### config.mk
export PLATFORM = sky130hd
export DESIGN_NAME = ser_cmd_if
export DESIGN_NICKNAME = d
export VERILOG_FILES = /design/src/rtl/ser_cmd_pkg.sv /design/src/rtl/ser_cmd_sync.sv /design/src/rtl/ser_cmd_ctrl.sv /design/src/rtl/ser_cmd_dpath.sv /design/src/rtl/ser_cmd_if.sv
export SDC_FILE = /design/constraint.sdc
export NUM_CORES = 1
export LEC_CHECK = 0
export ABC_AREA = 1
export BUFFER_PORTS_ARGS = -buffer_cell sky130_fd_sc_hd__clkbuf_2
export CAP_MARGIN = 5
export CORE_MARGIN = 10
export CORE_UTILIZATION = 29
export CTS_CLUSTER_SIZE = 8
export DETAILED_ROUTE_END_ITERATION = 10
export GPL_TIMING_DRIVEN = 1
export HOLD_SLACK_MARGIN = 0.1
export PLACE_DENSITY = 0.58
export REMOVE_ABC_BUFFERS = 1
export SKIP_LAST_GASP = 1
export SLEW_MARGIN = 20
export SYNTH_ARGS = -nofsm -noshare
export SYNTH_HDL_FRONTEND = slang
export SYNTH_HIERARCHICAL = 1
export SYNTH_SLANG_ARGS = --single-unit
### constraint.sdc
create_clock -name clk -period 1.3 [get_ports clk]
set_input_delay 0.065 -clock clk [delete_from_list [all_inputs] [get_ports clk]]
set_output_delay 0.065 -clock clk [all_outputs]
set_load 0.01 [all_outputs]
### src/rtl/ser_cmd_pkg.sv
package ser_cmd_pkg;
  // Strobes from control to datapath, one system-clock cycle each
  typedef struct packed {
    logic shift;   // take one bit from the synchronized data line
    logic sdoUpd;  // falling serial edge: refresh the serial output
    logic latch;   // valid frame end: capture the decoded fields
  } strobe_t;
endpackage

### src/rtl/ser_cmd_sync.sv
module ser_cmd_sync #(
  parameter int          WIDTH   = 3,
  parameter logic [WIDTH-1:0] RST_VAL = '0
) (
  input  logic             clk,
  input  logic             rstN,
  input  logic [WIDTH-1:0] asyncIn,
  output logic [WIDTH-1:0] syncOut
);
  for (genvar i = 0; i < WIDTH; i++) begin : gSync
    logic stage1, stage2;
    always_ff @(posedge clk) begin
      if (!rstN) begin
        stage1 <= RST_VAL[i];
        stage2 <= RST_VAL[i];
      end else begin
        stage1 <= asyncIn[i];
        stage2 <= stage1;
      end
    end
    assign syncOut[i] = stage2;
  end
endmodule

### src/rtl/ser_cmd_ctrl.sv
module ser_cmd_ctrl
  import ser_cmd_pkg::*;
#(
  parameter int FRAME_MAX = 32,
  parameter int MIN_BITS  = 24
) (
  input  logic    clk,
  input  logic    rstN,
  input  logic    sckS,
  input  logic    csnS,
  output strobe_t stb,
  output logic    execStb,
  output logic    frameErr
);
  localparam int CNT_W = $clog2(FRAME_MAX + 1);

  logic             sckD, csnD;
  logic [CNT_W-1:0] bitCnt;
  logic             sckRise, sckFall, csRise, enough;

  always_ff @(posedge clk) begin
    if (!rstN) begin
      sckD <= 1'b0;
      csnD <= 1'b1;
    end else begin
      sckD <= sckS;
      csnD <= csnS;
    end
  end

  assign sckRise = sckS & ~sckD;
  assign sckFall = ~sckS & sckD;
  assign csRise  = csnS & ~csnD;
  assign enough  = (bitCnt >= CNT_W'(MIN_BITS));

  // Bit counter saturates so over-long frames still decode
  always_ff @(posedge clk) begin
    if (!rstN || csnS)
      bitCnt <= '0;
    else if (sckRise && bitCnt != CNT_W'(FRAME_MAX))
      bitCnt <= bitCnt + 1'b1;
  end

  always_comb begin
    stb.shift  = sckRise & ~csnS;
    stb.sdoUpd = sckFall;
    stb.latch  = csRise & enough;
  end

  always_ff @(posedge clk) begin
    if (!rstN) begin
      execStb  <= 1'b0;
      frameErr <= 1'b0;
    end else begin
      execStb  <= csRise & enough;
      frameErr <= csRise & ~enough;
    end
  end


  exec_single_chk: assert property (@(posedge clk) disable iff (!rstN)
    execStb |=> !execStb);

  exec_len_chk: assert property (@(posedge clk) disable iff (!rstN)
    execStb |-> $past(bitCnt) >= CNT_W'(MIN_BITS));

  err_len_chk: assert property (@(posedge clk) disable iff (!rstN)
    frameErr |-> $past(bitCnt) < CNT_W'(MIN_BITS));

  exec_err_excl_chk: assert property (@(posedge clk) disable iff (!rstN)
    !(execStb && frameErr));
endmodule

### src/rtl/ser_cmd_dpath.sv
module ser_cmd_dpath
  import ser_cmd_pkg::*;
#(
  parameter int FRAME_MAX = 32,
  parameter int CMD_W     = 4,
  parameter int ADDR_W    = 4,
  parameter int DATA_W    = 16
) (
  input  logic              clk,
  input  logic              rstN,
  input  logic              sdiS,
  input  strobe_t           stb,
  output logic              sdoOut,
  output logic [CMD_W-1:0]  cmdOut,
  output logic [ADDR_W-1:0] addrOut,
  output logic [DATA_W-1:0] dataOut
);
  localparam int FIELD_W = CMD_W + ADDR_W + DATA_W;

  logic [FRAME_MAX-1:0] shiftReg;

  always_ff @(posedge clk) begin
    if (!rstN)
      shiftReg <= '0;
    else if (stb.shift)
      shiftReg <= {shiftReg[FRAME_MAX-2:0], sdiS};
  end

  always_ff @(posedge clk) begin
    if (!rstN)
      sdoOut <= 1'b0;
    else if (stb.sdoUpd)
      sdoOut <= shiftReg[FRAME_MAX-1];
  end

  always_ff @(posedge clk) begin
    if (!rstN) begin
      cmdOut  <= '0;
      addrOut <= '0;
      dataOut <= '0;
    end else if (stb.latch) begin
      cmdOut  <= shiftReg[FIELD_W-1 -: CMD_W];
      addrOut <= shiftReg[DATA_W+ADDR_W-1 -: ADDR_W];
      dataOut <= shiftReg[DATA_W-1:0];
    end
  end


  shift_hold_chk: assert property (@(posedge clk) disable iff (!rstN)
    !stb.shift |=> $stable(shiftReg));

  sdo_edge_chk: assert property (@(posedge clk) disable iff (!rstN)
    !$stable(sdoOut) |-> $past(stb.sdoUpd));

  field_hold_chk: assert property (@(posedge clk) disable iff (!rstN)
    !stb.latch |=> $stable(dataOut));
endmodule

### src/rtl/ser_cmd_if.sv
module ser_cmd_if
  import ser_cmd_pkg::*;
#(
  parameter int FRAME_MAX = 32,
  parameter int MIN_BITS  = 24,
  parameter int CMD_W     = 4,
  parameter int ADDR_W    = 4,
  parameter int DATA_W    = 16
) (
  input  logic              clk,
  input  logic              rstN,
  input  logic              sckIn,
  input  logic              sdiIn,
  input  logic              csnIn,
  output logic              sdoOut,
  output logic              execStb,
  output logic              frameErr,
  output logic [CMD_W-1:0]  cmdOut,
  output logic [ADDR_W-1:0] addrOut,
  output logic [DATA_W-1:0] dataOut
);
  logic [2:0] syncV;
  strobe_t    stb;

  // bit 2: select (idles high), bit 1: data, bit 0: serial clock
  ser_cmd_sync #(.WIDTH(3), .RST_VAL(3'b100)) uSync (
    .clk(clk), .rstN(rstN),
    .asyncIn({csnIn, sdiIn, sckIn}),
    .syncOut(syncV)
  );

  ser_cmd_ctrl #(.FRAME_MAX(FRAME_MAX), .MIN_BITS(MIN_BITS)) uCtrl (
    .clk(clk), .rstN(rstN),
    .sckS(syncV[0]), .csnS(syncV[2]),
    .stb(stb), .execStb(execStb), .frameErr(frameErr)
  );

  ser_cmd_dpath #(.FRAME_MAX(FRAME_MAX), .CMD_W(CMD_W),
                  .ADDR_W(ADDR_W), .DATA_W(DATA_W)) uDpath (
    .clk(clk), .rstN(rstN),
    .sdiS(syncV[1]), .stb(stb),
    .sdoOut(sdoOut), .cmdOut(cmdOut), .addrOut(addrOut), .dataOut(dataOut)
  );
endmodule

== Word level (Yosys, flattened, before mapping) ==
Index checks and enable logic that the tools add are counted.
Word-level totals
  flip-flop bits (word level): 73
  bits in latches: 0
  bits in writable memories: 0
  bits in read-only memories: 0
  output and inout port bits: 27
  logic and storage cells: 33
  memories kept: 0
Cells by class
  $add $sub $neg: 1
  multiply operators: 0
  div/mod/pow operators: 0
  magnitude comparators: 1
  equal/unequal tests: 1
  shifts and indexed selects: 0
  muxes and demuxes: 0
  bitwise operators: 11
  reductions and logical operators: 3
Operators by type and width (count)
  $add 6x1->6 const B: 1
  $and 1x1->1: 6
  $ge 6x5->1 const B: 1
  $ne 6x6->1 const B: 1
  $not 1->1: 5
  $logic_and 1x1->1: 1
  $logic_not 1->1: 1
  $logic_or 1x1->1: 1

== Logic depth before layout (Yosys ltp) ==
  depth after elaboration: 3
  mapped depth: 8
  gate-level depth less buffers: 7

== By module ==
Netlist, hierarchy kept.
By module, submodules not included
  ser_cmd_dpath: times used 1, cells an instance 336, area each 2229.6 µm², sequential area each 1141.1 µm²
  ser_cmd_ctrl: times used 1, cells an instance 68, area each 480.5 µm², sequential area each 200.2 µm²
  ser_cmd_sync: times used 1, cells an instance 21, area each 187.7 µm², sequential area each 120.1 µm²

== Worst setup path before layout ==
No wires, ideal clock.
  kind: register to register
  start: register uCtrl.bitCnt[3]
  end: register uDpath.addrOut[0]
  setup time: 64 ps
  arrival: 1201 ps
  slack: 35 ps
  stages on the path, launching flop included: 9
  path buffers: 2
  clock period less this slack: 1265 ps
  path through: dfxtp_1 nand2_1 inv_2 nor2_1 nor3_1 buf_4 buf_4 nor2_1 nor2_1
RTL lines
  start: declaration: line ser_cmd_ctrl.sv:18  | logic [CNT_W-1:0] bitCnt;
  start signal: assignment: line ser_cmd_ctrl.sv:41  | bitCnt <= bitCnt + 1'b1;
  end signal: assignment: line ser_cmd_dpath.sv:43  | addrOut <= shiftReg[DATA_W+ADDR_W-1 -: ADDR_W];
  end: declaration: line ser_cmd_dpath.sv:15  | output logic [ADDR_W-1:0] addrOut,

==> impl_metrics.json <==
{
  "status": "finished clean",
  "fin_crit_sh_pct": 94.88,
  "postRouteAntennaNets": 0,
  "place_hpwl_um": 3545,
  "root_buffer": "clkbuf_8",
  "drt-pass1-iter-count": 4,
  "leakage_nw": 1.470,
  "crit_fanout": 48,
  "fmax_mhz": 810.7,
  "synth_cell_type_count": 17,
  "placed_area_um2": 3198,
  "critical_path_arrival_ps": 1480,
  "synth_top_family_by_area": "simple AND/OR/NAND/NOR gates",
  "peakVddDrop_mv": 0.4470,
  "preCtsSetupSlack_ps": 73.07,
  "synth_xor_area_share_pct": 0,
  "period_minus_slack_ps": 1233,
  "num-fill-cells": 1058,
  "syn_inst": 425,
  "rsz0062_at_grt": "true",
  "cts.path.max_buffers": 2,
  "wl_met2_um": 2527,
  "port_buffers": 31,
  "ys_top_cells_by_area": "dfxtp_1 (50%), nand2_1 (17%), nor2_1 (17%)",
  "fin_area_um2": 3486,
  "die_h_um": 120.0,
  "grt_max_degree": 56,
  "final_core_util_pct": 35.66,
  "layout-drive-gt1-share_pct": 15.12,
  "viasPerCell": 3.951,
  "wl_per_cell_um": 9.191,
  "finalClockSkew_ps": 7.850,
  "grt_usage_pct": 7.652,
  "setup_slack_ps": 66.53,
  "hold_violations": 0,
  "layout.nets": 465,
  "yosysWarnings": 6,
  "synth_top_area_share_pct": 50.43,
  "gp_congestion": 0.7105,
  "pin_count": 32,
  "routed_wl_um": 5478,
  "start_util_pct": 29.65,
  "required_ps": 1550,
  "met1Wirelength_um": 2504,
  "met3_length_um": 363,
  "setup_viol": 0,
  "yosys.area_share.adder_pct": 0.8636,
  "hold_path_class": "in -> reg",
  "yosysSeqAreaShare_pct": 50.43,
  "dr_total_vias": 2355,
  "antenna_cells": 0,
  "die_w_um": 120.0,
  "yosysTopAreaCell": "dfxtp_1",
  "finalSetupTns_ps": 0,
  "crit_path_end_kind": "register",
  "numCtsBuffers": 9,
  "grt-ovfl-total": 0,
  "synthMuxAreaShare_pct": 0,
  "synth-seq-cells": 73,
  "cts_setup_buffers": 0,
  "row_count": 36,
  "highest_layer": "met4",
  "clock_sinks": 73,
  "area_delta_synth_final_pct": 20.29,
  "slew_violations": 0,
  "drt_iter0_drc": 151,
  "tightest_slew_ps": 338.8,
  "grt_pass1_vias": 2171,
  "slew_headroom_pct": 77.42,
  "die-area_um2": 14390,
  "path_clk_slew_ps": 80,
  "power_density_nw_per_um2": 1267,
  "cts_tree": "built",
  "post_synth.cell_area_avg_um2": 6.818,
  "crit_type": "reg -> reg",
  "antenna_found_initial": 0,
  "grt_pass1_wl_um": 9066,
  "coreArea_um2": 9774,
  "synth_compound_area_share_pct": 0.8636,
  "clk_latency_ps": 350,
  "synthSimpleGateAreaFrac_pct": 36.57,
  "drc": 0,
  "netlist_area_um2": 2898,
  "htreeDepth": 3,
  "cap_violations": 0,
  "start_kind": "register"
}
-- flip-flops by register name, indices dropped and copies added, names as in the netlist --
name                flops
uSync/gSync.stage2      3
uDpath/dataOut         16
uCtrl/execStb           1
uCtrl/csnD              1
uDpath/shiftReg        32
uCtrl/sckD              1
uDpath/sdoOut           1
uSync/gSync.stage1      3
uDpath/cmdOut           4
uCtrl/bitCnt            6
uCtrl/frameErr          1
uDpath/addrOut          4
-- metrics by stage --
stage / hold slack (ps) / std cells / power (mW)
2_1_floorplan: 133.7 / 403 / 2.412
3_3_place_gp: 248.9 / 576 / 2.473
3_5_place_dp: 256.7 / 576 / 2.475
4_1_cts: 128.1 / 595 / 4.503
5_1_grt: 176.2 / 596 / 4.597
6_report: 142.2 / 596 / 4.416
-- area by class of cell --
cell class                 instances  area, um2  share of cell area, %
sequential                        73       1461                  41.92
multi-input combinational        280       1122                  32.20
timing repair buffer              44      320.3                  9.189
inverter                          50      187.7                  5.384
tap                              133      166.4                  4.774
clock buffer                      10      137.6                  3.948
clock inverter                     6      90.09                  2.584
-- layout by cell type, fill, tap and decap left out --
cell,netlist,final
nor2_2,1,1
nand3_2,2,2
dlygate4sd3_1,0,3
clkbuf_8,0,10
nand2_1,133,133
a21oi_1,4,4
bufinv_16,0,2
clkbuf_16,0,2
buf_12,0,2
inv_2,5,5
inv_6,0,1
clkinv_2,0,1
clkinvlp_4,0,1
clkbuf_2,0,31
nor2_1,128,127
nand3_1,4,4
inv_1,45,45
o21ai_0,1,1
nor3_1,2,1
nand2_2,2,2
nor2_4,1,2
clkinv_4,0,1
ha_1,2,2
nor3_2,0,1
buf_4,12,6
dfxtp_1,73,73
-- routing by layer --
layer	vias to the layer above	track usage (%)
met1	1020	7.797
met5	-	0
met4	0	4.072
met2	31	12.65
li1	1296	-
met3	8	3.844
-- cell usage after synthesis --
master and number:
nand2_2 2, a21oi_1 4, nor3_1 2, nor2_1 128
clkbuf_1 1, nand3_1 4, ha_1 2, nand2_1 133
buf_2 9, nand3_2 2, nor2_4 1, dfxtp_1 73
nor2_2 1, buf_4 12, inv_1 45, o21ai_0 1
inv_2 5
-- power breakdown --
| group | internal [mW] | switching, mW |
|---|---|---|
| registers | 2.26 | 0.0109 |
| logic | 0.0648 | 0.0952 |
| clock network | 1.14 | 0.848 |
-- path summary, 6_finish.rpt --
kind                            slack (ps)                    end             startpoint  cells past startpoint
worst max-delay path                    70       uDpath/cmdOut[2]        uCtrl/bitCnt[3]                      8
worst min-delay path                   140     uDpath/shiftReg[6]                   rstN                      3
worst max register to register          70       uDpath/cmdOut[2]        uCtrl/bitCnt[3]                      8
worst min register to register         410  uSync/gSync[1].stage2  uSync/gSync[1].stage1                      2
-- worst max-delay path: stages, from the launching register on --
cell       delay, ps
dfxtp_1          330
nand2_1           60
inv_2             50
nor2_1            50
nor3_2           160
clkbuf_16        270
nand2_1           80
nand2_1           60
nor2_1            50
-- kinds of logic after synthesis --
group	after synthesis
AOI/OAI and AO/OA	5
and+or+nand+nor	273
buffers and inverters	72
adders and majority gates	2
DFF	73
-- what timing repair did --
action | CTS | global route
endpoints found under the hold margin | 3 | 0
setup endpoints to repair | 0 | 17
hold buffers | 3 | 0
gates resized for setup | 0 | 1
No activity file was read; power rests on OpenSTA's default activity.
